$ cat config.mk
export PLATFORM = sky130hd
export DESIGN_NAME = pll_rate_calc
export DESIGN_NICKNAME = d
export VERILOG_FILES = /design/src/rtl/pll_rate_pkg.sv /design/src/rtl/prc_mul_stage.sv /design/src/rtl/prc_frac_round.sv /design/src/rtl/prc_post_div.sv /design/src/rtl/pll_rate_calc.sv
export SDC_FILE = /design/constraint.sdc
export NUM_CORES = 2
export LEC_CHECK = 0
export ABC_AREA = 0
export BUFFER_PORTS_ARGS = -buffer_cell sky130_fd_sc_hd__buf_2
export CAP_MARGIN = 20
export CELL_PAD_IN_SITES_DETAIL_PLACEMENT = 1
export CELL_PAD_IN_SITES_GLOBAL_PLACEMENT = 1
export CORE_MARGIN = 2
export CORE_UTILIZATION = 40
export DETAILED_ROUTE_END_ITERATION = 10
export PLACE_DENSITY_LB_ADDON = 0.25
export SETUP_SLACK_MARGIN = 0.4
export SLEW_MARGIN = 20
export SYNTH_ARGS = -nofsm -noshare
export SYNTH_HDL_FRONTEND = slang
export SYNTH_SLANG_ARGS = --single-unit
$ cat constraint.sdc
create_clock -name clk -period 6.2 [get_ports clk]
set_input_delay 0.31 -clock clk [delete_from_list [all_inputs] [get_ports clk]]
set_output_delay 0.31 -clock clk [all_outputs]
set_load 0.05 [all_outputs]
$ cat src/rtl/pll_rate_pkg.sv
package pll_rate_pkg;
    localparam int INT_BITS = 7;
    localparam int PROD_W   = 64;
    localparam int CODE_W   = 3;

    typedef logic [PROD_W-1:0] prod_t;
    typedef logic [CODE_W-1:0] code_t;

    function automatic int frac_count(input int word_w);
        return (word_w > INT_BITS) ? (word_w - INT_BITS) : 0;
    endfunction
endpackage

$ cat src/rtl/prc_mul_stage.sv
module prc_mul_stage
    import pll_rate_pkg::*;
#(
    parameter int REF_W  = 32,
    parameter int WORD_W = 32
) (
    input  logic              clk,
    input  logic              rst_n,
    input  logic              vld_i,
    input  logic [REF_W-1:0]  ref_i,
    input  logic [WORD_W-1:0] word_i,
    input  code_t             code_i,
    output logic              vld_o,
    output prod_t             prod_o,
    output code_t             code_o
);
    typedef struct packed {
        logic  vld;
        prod_t prod;
        code_t code;
    } mul_st_t;

    mul_st_t st_d, st_q;

    always_comb begin
        st_d     = st_q;
        st_d.vld = vld_i;
        if (vld_i) begin
            st_d.prod = PROD_W'(ref_i) * PROD_W'(word_i);
            st_d.code = code_i;
        end
    end

    always_ff @(posedge clk or negedge rst_n) begin
        if (!rst_n) st_q <= '0;
        else        st_q <= st_d;
    end

    assign vld_o  = st_q.vld;
    assign prod_o = st_q.prod;
    assign code_o = st_q.code;

    // unit word passes the reference through untruncated
    assert_unit_word_R2: assert property (@(posedge clk) disable iff (!rst_n)
        (vld_i && word_i == WORD_W'(1)) |=> (prod_o == PROD_W'($past(ref_i))));

    // zero reference yields zero product
    assert_zero_ref_R2: assert property (@(posedge clk) disable iff (!rst_n)
        (vld_i && ref_i == '0) |=> (prod_o == '0));
endmodule

$ cat src/rtl/prc_frac_round.sv
module prc_frac_round
    import pll_rate_pkg::*;
#(
    parameter int FRAC_W = 25
) (
    input  logic  clk,
    input  logic  rst_n,
    input  logic  vld_i,
    input  prod_t prod_i,
    input  code_t code_i,
    output logic  vld_o,
    output prod_t val_o,
    output code_t code_o
);
    typedef struct packed {
        logic  vld;
        prod_t val;
        code_t code;
    } rnd_st_t;

    rnd_st_t st_d, st_q;
    prod_t   rounded;

    generate
        if (FRAC_W == 0) begin : g_integer
            assign rounded = prod_i;
        end else begin : g_fraction
            logic sticky;
            assign sticky  = |prod_i[FRAC_W-1:0];
            assign rounded = (prod_i >> FRAC_W) + PROD_W'(sticky);

            // the scaled value never falls below the exact quotient
            assert_round_floor_R3: assert property (@(posedge clk) disable iff (!rst_n)
                vld_i |=> (({1'b0, val_o} << FRAC_W) >= {1'b0, $past(prod_i)}));

            // round-up adds at most one
            assert_round_ceil_R3: assert property (@(posedge clk) disable iff (!rst_n)
                vld_i |=> (val_o <= ($past(prod_i) >> FRAC_W) + 1));
        end
    endgenerate

    always_comb begin
        st_d     = st_q;
        st_d.vld = vld_i;
        if (vld_i) begin
            st_d.val  = rounded;
            st_d.code = code_i;
        end
    end

    always_ff @(posedge clk or negedge rst_n) begin
        if (!rst_n) st_q <= '0;
        else        st_q <= st_d;
    end

    assign vld_o  = st_q.vld;
    assign val_o  = st_q.val;
    assign code_o = st_q.code;
endmodule

$ cat src/rtl/prc_post_div.sv
module prc_post_div
    import pll_rate_pkg::*;
(
    input  logic  clk,
    input  logic  rst_n,
    input  logic  vld_i,
    input  prod_t val_i,
    input  code_t code_i,
    output logic  vld_o,
    output prod_t rate_o
);
    typedef struct packed {
        logic  vld;
        prod_t rate;
    } div_st_t;

    div_st_t           st_d, st_q;
    logic [PROD_W:0]   bias;
    logic [PROD_W:0]   sum;

    // divisor minus one, then add-and-shift for the ceiling
    assign bias = ({{PROD_W{1'b0}}, 1'b1} << code_i) - 1'b1;
    assign sum  = {1'b0, val_i} + bias;

    always_comb begin
        st_d     = st_q;
        st_d.vld = vld_i;
        if (vld_i) begin
            st_d.rate = PROD_W'(sum >> code_i);
        end
    end

    always_ff @(posedge clk or negedge rst_n) begin
        if (!rst_n) st_q <= '0;
        else        st_q <= st_d;
    end

    assign vld_o  = st_q.vld;
    assign rate_o = st_q.rate;

    // result times divisor covers the dividend
    assert_ceil_cover_R5: assert property (@(posedge clk) disable iff (!rst_n)
        vld_i |=> (({1'b0, rate_o} << $past(code_i)) >= {1'b0, $past(val_i)}));

    // result exceeds the floor quotient by at most one
    assert_ceil_tight_R5: assert property (@(posedge clk) disable iff (!rst_n)
        vld_i |=> (rate_o <= ($past(val_i) >> $past(code_i)) + 1));
endmodule

$ cat src/rtl/pll_rate_calc.sv
module pll_rate_calc
    import pll_rate_pkg::*;
#(
    parameter int REF_W  = 32,
    parameter int WORD_W = 32
) (
    input  logic              clk,
    input  logic              rst_n,
    input  logic              start_i,
    input  logic [REF_W-1:0]  ref_hz_i,
    input  logic [WORD_W-1:0] fb_word_i,
    input  logic [2:0]        pdiv_code_i,
    output logic              valid_o,
    output logic [63:0]       rate_hz_o
);
    localparam int FRAC_W = frac_count(WORD_W);

    generate
        if (REF_W + WORD_W > PROD_W) begin : g_bad_width
            $error("reference and word widths exceed the product width");
        end
    endgenerate

    logic  m_vld, r_vld;
    prod_t m_prod, r_val;
    code_t m_code, r_code;

    prc_mul_stage #(.REF_W(REF_W), .WORD_W(WORD_W)) u_mul (
        .clk    (clk),
        .rst_n  (rst_n),
        .vld_i  (start_i),
        .ref_i  (ref_hz_i),
        .word_i (fb_word_i),
        .code_i (pdiv_code_i),
        .vld_o  (m_vld),
        .prod_o (m_prod),
        .code_o (m_code)
    );

    prc_frac_round #(.FRAC_W(FRAC_W)) u_round (
        .clk    (clk),
        .rst_n  (rst_n),
        .vld_i  (m_vld),
        .prod_i (m_prod),
        .code_i (m_code),
        .vld_o  (r_vld),
        .val_o  (r_val),
        .code_o (r_code)
    );

    prc_post_div u_div (
        .clk    (clk),
        .rst_n  (rst_n),
        .vld_i  (r_vld),
        .val_i  (r_val),
        .code_i (r_code),
        .vld_o  (valid_o),
        .rate_o (rate_hz_o)
    );

    // a sampled start yields a result three edges later
    assert_latency_R6: assert property (@(posedge clk) disable iff (!rst_n)
        start_i |-> ##3 valid_o);

    // no result without a start three edges earlier
    assert_no_spurious_R7: assert property (@(posedge clk) disable iff (!rst_n)
        valid_o |-> $past(start_i, 3));

    // output holds between results
    assert_hold_R7: assert property (@(posedge clk) disable iff (!rst_n)
        !valid_o |-> $stable(rate_hz_o));

    // reset clears the outputs
    assert_reset_clear_R8: assert property (@(posedge clk)
        !rst_n |-> (!valid_o && rate_hz_o == '0));
endmodule

==> parameters.txt <==
Parameter                              Value

Cells and area
  Leading cell type in the layout, fill and taps excluded    sky130_fd_sc_hd__inv_1
  Final instance area    between 0.05 and 0.06 sq mm
  Signed area change from the synthesized netlist to the final layout    19.05%
  Number of fill cells in the layout    approximately 12000
  Most used cells in the layout excluding fill and tap cells    sky130_fd_sc_hd__inv_1, sky130_fd_sc_hd__fa_1, sky130_fd_sc_hd__nand2_1
  Final instance count without filler cells    roughly 6700
  Number of nets at the end of the flow    around 6500
  Share of cells above drive strength 1    0.1990

Routing
  WL per Instance    just under 20 um
  Via density    roughly 5
  DR iter-0 viols    between 1500 and 2000
  Total number of vias    ~34000
  Iteration count of the initial detailed-routing pass    5
  WL final    133300 um
  DRC violation count after routing    0
  Number of nets with antenna violations after detailed routing    0

GRT
  Final global-route overflow total    0
  Via count of the first global-routing pass    39145
  Global-route wire length before repair    roughly 210000 um
  Antenna violations before repair    9
  GRT Util Overall    0.2413
  Maximum number of pins on one net before global-route repair    approximately 110

CTS
  Clock Root Buffer    sky130_fd_sc_hd__clkbuf_16
  Num Clock Sinks    about 180
  CTS clock-pin slew for the worst setup and hold paths    roughly 0.07 ns
  Skew-Pair Late Insertion Delay    approximately 0.45 ns
  H-tree lvl count    4
  Number of clock buffers inserted by TritonCTS    17
  Bufs on Longest Clock Path    2
  TritonCTS clock tree    yes

Timing
  Final min period    about 7.1 ns
  Setup repair after global routing missed its margin    true
  Worst-case hold slack    0.09919 ns
  Worst setup margin    -0.9050 ns
  Maximum clock frequency    around 140 MHz
  Final-report hold violation count    0
  Period utilisation layout    1.146
  Tightest slew margin relative to the limit    0.3593
  Transition at the pin with the smallest max-transition slack    between 0.9 and 1 ns
  Final max-slew violation count    0
  Total of endpoints with negative setup slack in the final report    46
  Largest clock skew in the final design    0.01277 ns

Flow run
  Number of maximum-capacitance violations    0

Synth
  Total number of yosys warnings    0
  Synthesized area    0.04411 sq mm
  Number of enable-type register cells in the synthesized netlist    0
  Avg Synthesized Cell Area    about 9 sq um
  Share of the synthesized area in the top cell type    0.4071
  Area contributors post-synth    sky130_fd_sc_hd__fa_1, sky130_fd_sc_hd__dfrtp_1, sky130_fd_sc_hd__ha_1, sky130_fd_sc_hd__inv_1, sky130_fd_sc_hd__and2_1
  Register area share after synthesis    0.1004
  Unique cell type count in the Yosys netlist    between 70 and 80
  Synth area leader    sky130_fd_sc_hd__fa_1
  Synthesized Nets    6121
  Register bit total from synthesis    177
  Prevailing post-synth register cell    sky130_fd_sc_hd__dfrtp_1
  Number of standard cells after synthesis    roughly 4800
  Share of flip-flops with an asynchronous set or reset    1.000

Critical path
  Reg-to-Reg Start    u_round.code_o[1]
  Max incr delay on CP    approximately 0.57 ns
  Critical path start-end classification    input port to flip-flop
  Family with the most delay on the worst path    adder cells
  Crit path top cell by count    sky130_fd_sc_hd__fa_1
  Required time at the worst-slack endpoint    around 6.5 ns
  Buffers & Inverters on Critical Path    8
  Setup crit start kind    input port
  CP max-delay cell    sky130_fd_sc_hd__fa_1
  Crit end category    flip-flop
  CP Max Fanout    8
  Crit path DAT    about 7.4 ns
  Minimum setup slack among reg-to-reg paths    about 1.1 ns
  Worst r2r path cells    19
  Critical R2R Capture    u_div.rate_o[38]

Floorplan
  Floorplan die width    ~340 um
  Ports    about 140
  Rows    121
  Placeable core region    around 0.11 sq mm
  Die area    0.1129 sq mm
  Die span in y    ~340 um
  Initial core utilization    0.4041

Placed design
  Placed insts    ~6600
  IO buf count    134
  Dpl cell area    between 0.04 and 0.05 sq mm
  Routability cong.    approximately 0.88
  Half-perimeter wire length after placement    approximately 110000 um
  Place WS    -1.713 ns

Hold path
  WHS Endpoint    u_mul.code_o[1]
  Number of stages on the worst hold path    2
  Hold Path Class    input port to flip-flop
  Launch point of the worst hold path    pdiv_code_i[1]

Status
  Status    complete, but fails checks
  Violations in the final reports    setup timing
## cell families (layout without fill, tap and decap cells)
family          after synthesis  in the layout  share of synthesized area
simple gates               1479           1479                     0.1672
buf+inv                    1241           1646                     0.1058
fa+ha+maj                  1210           1210                     0.4959
compound gates              484            484                    0.07126
flops                       177            177                     0.1004
xor+xnor                    132            132                    0.02621
mux                         118            118                    0.03319
other cells                   0              3                          0
## per-layer routing
layer	up-vias	GRT usage	routed length (um)
met2	664	0.4080	63930
met1	17776	0.3265	60990
li1	15458	-	-
met4	6	0.05734	2475
met5	-	0	36
met3	143	0.03547	5865
## cell type report
class                      instances  area [sq um]  area share
antenna                            3         7.507   0.0001430
clock buffer                      18         439.2    0.008363
clock inverter                    14         166.4    0.003169
inverter                         974          3656     0.06962
multi-input combinational       3423         36350      0.6921
sequential                       177          4433     0.08442
tap                             1476          1847     0.03517
timing repair buffer             640          5618      0.1070
## stage by stage
step                        util  TNS (ns)
after floorplan                -    -19.42
after global placement    0.4540    -54.94
after detailed placement  0.4540    -59.03
after CTS                 0.4717    -25.44
after global routing      0.4811    -36.36
final                     0.4811    -28.04
## Yosys cell counts (30+ instances only)
cell type,number
sky130_fd_sc_hd__fa_1,897
sky130_fd_sc_hd__nand2_1,597
sky130_fd_sc_hd__a21oi_1,172
sky130_fd_sc_hd__a21o_1,64
sky130_fd_sc_hd__nor2_1,146
sky130_fd_sc_hd__o21a_1,30
sky130_fd_sc_hd__xnor2_1,77
sky130_fd_sc_hd__and2_1,570
sky130_fd_sc_hd__o21ai_0,66
sky130_fd_sc_hd__inv_1,972
sky130_fd_sc_hd__xor2_1,55
sky130_fd_sc_hd__ha_1,313
sky130_fd_sc_hd__mux2_2,66
sky130_fd_sc_hd__dfrtp_1,177
sky130_fd_sc_hd__clkbuf_1,252
sky130_fd_sc_hd__nand3_1,37
sky130_fd_sc_hd__mux2i_1,36
## state kept, by name (all words and copies together), names as in the netlist
name / count
u_div.rate_o: 64
u_div.vld_o: 1
u_mul.code_o: 3
u_mul.prod_o: 64
u_mul.vld_o: 1
u_round.code_o: 3
u_round.val_o: 40
u_round.vld_o: 1
## repair_timing
action                                 4_1_cts  5_1_grt
cloned                                       4        2
hold buffers                                 1        0
setup endpoints to repair                   50       51
setup buffers                               46       29
endpoints found under the hold margin       15        0
pin swaps                                   99      142
resized for setup                          199      228
## how the worst max path moves through the flow
stage / from / endpoint / slack (ns) / cells past startpoint
after floorplan: ref_hz_i[13] / u_mul.prod_o[57] / -0.84 / 28
after global placement: fb_word_i[8] / u_mul.prod_o[60] / -1.62 / 28
after detailed placement: fb_word_i[4] / u_mul.prod_o[60] / -1.71 / 26
after CTS: fb_word_i[4] / u_mul.prod_o[60] / -0.93 / 26
after global routing: ref_hz_i[9] / u_mul.prod_o[56] / -1.13 / 29
final: fb_word_i[7] / u_mul.prod_o[61] / -0.90 / 29
Power is not shown: default switching activity piles up to over one toggle a cycle in this logic, so the estimate is an artifact.
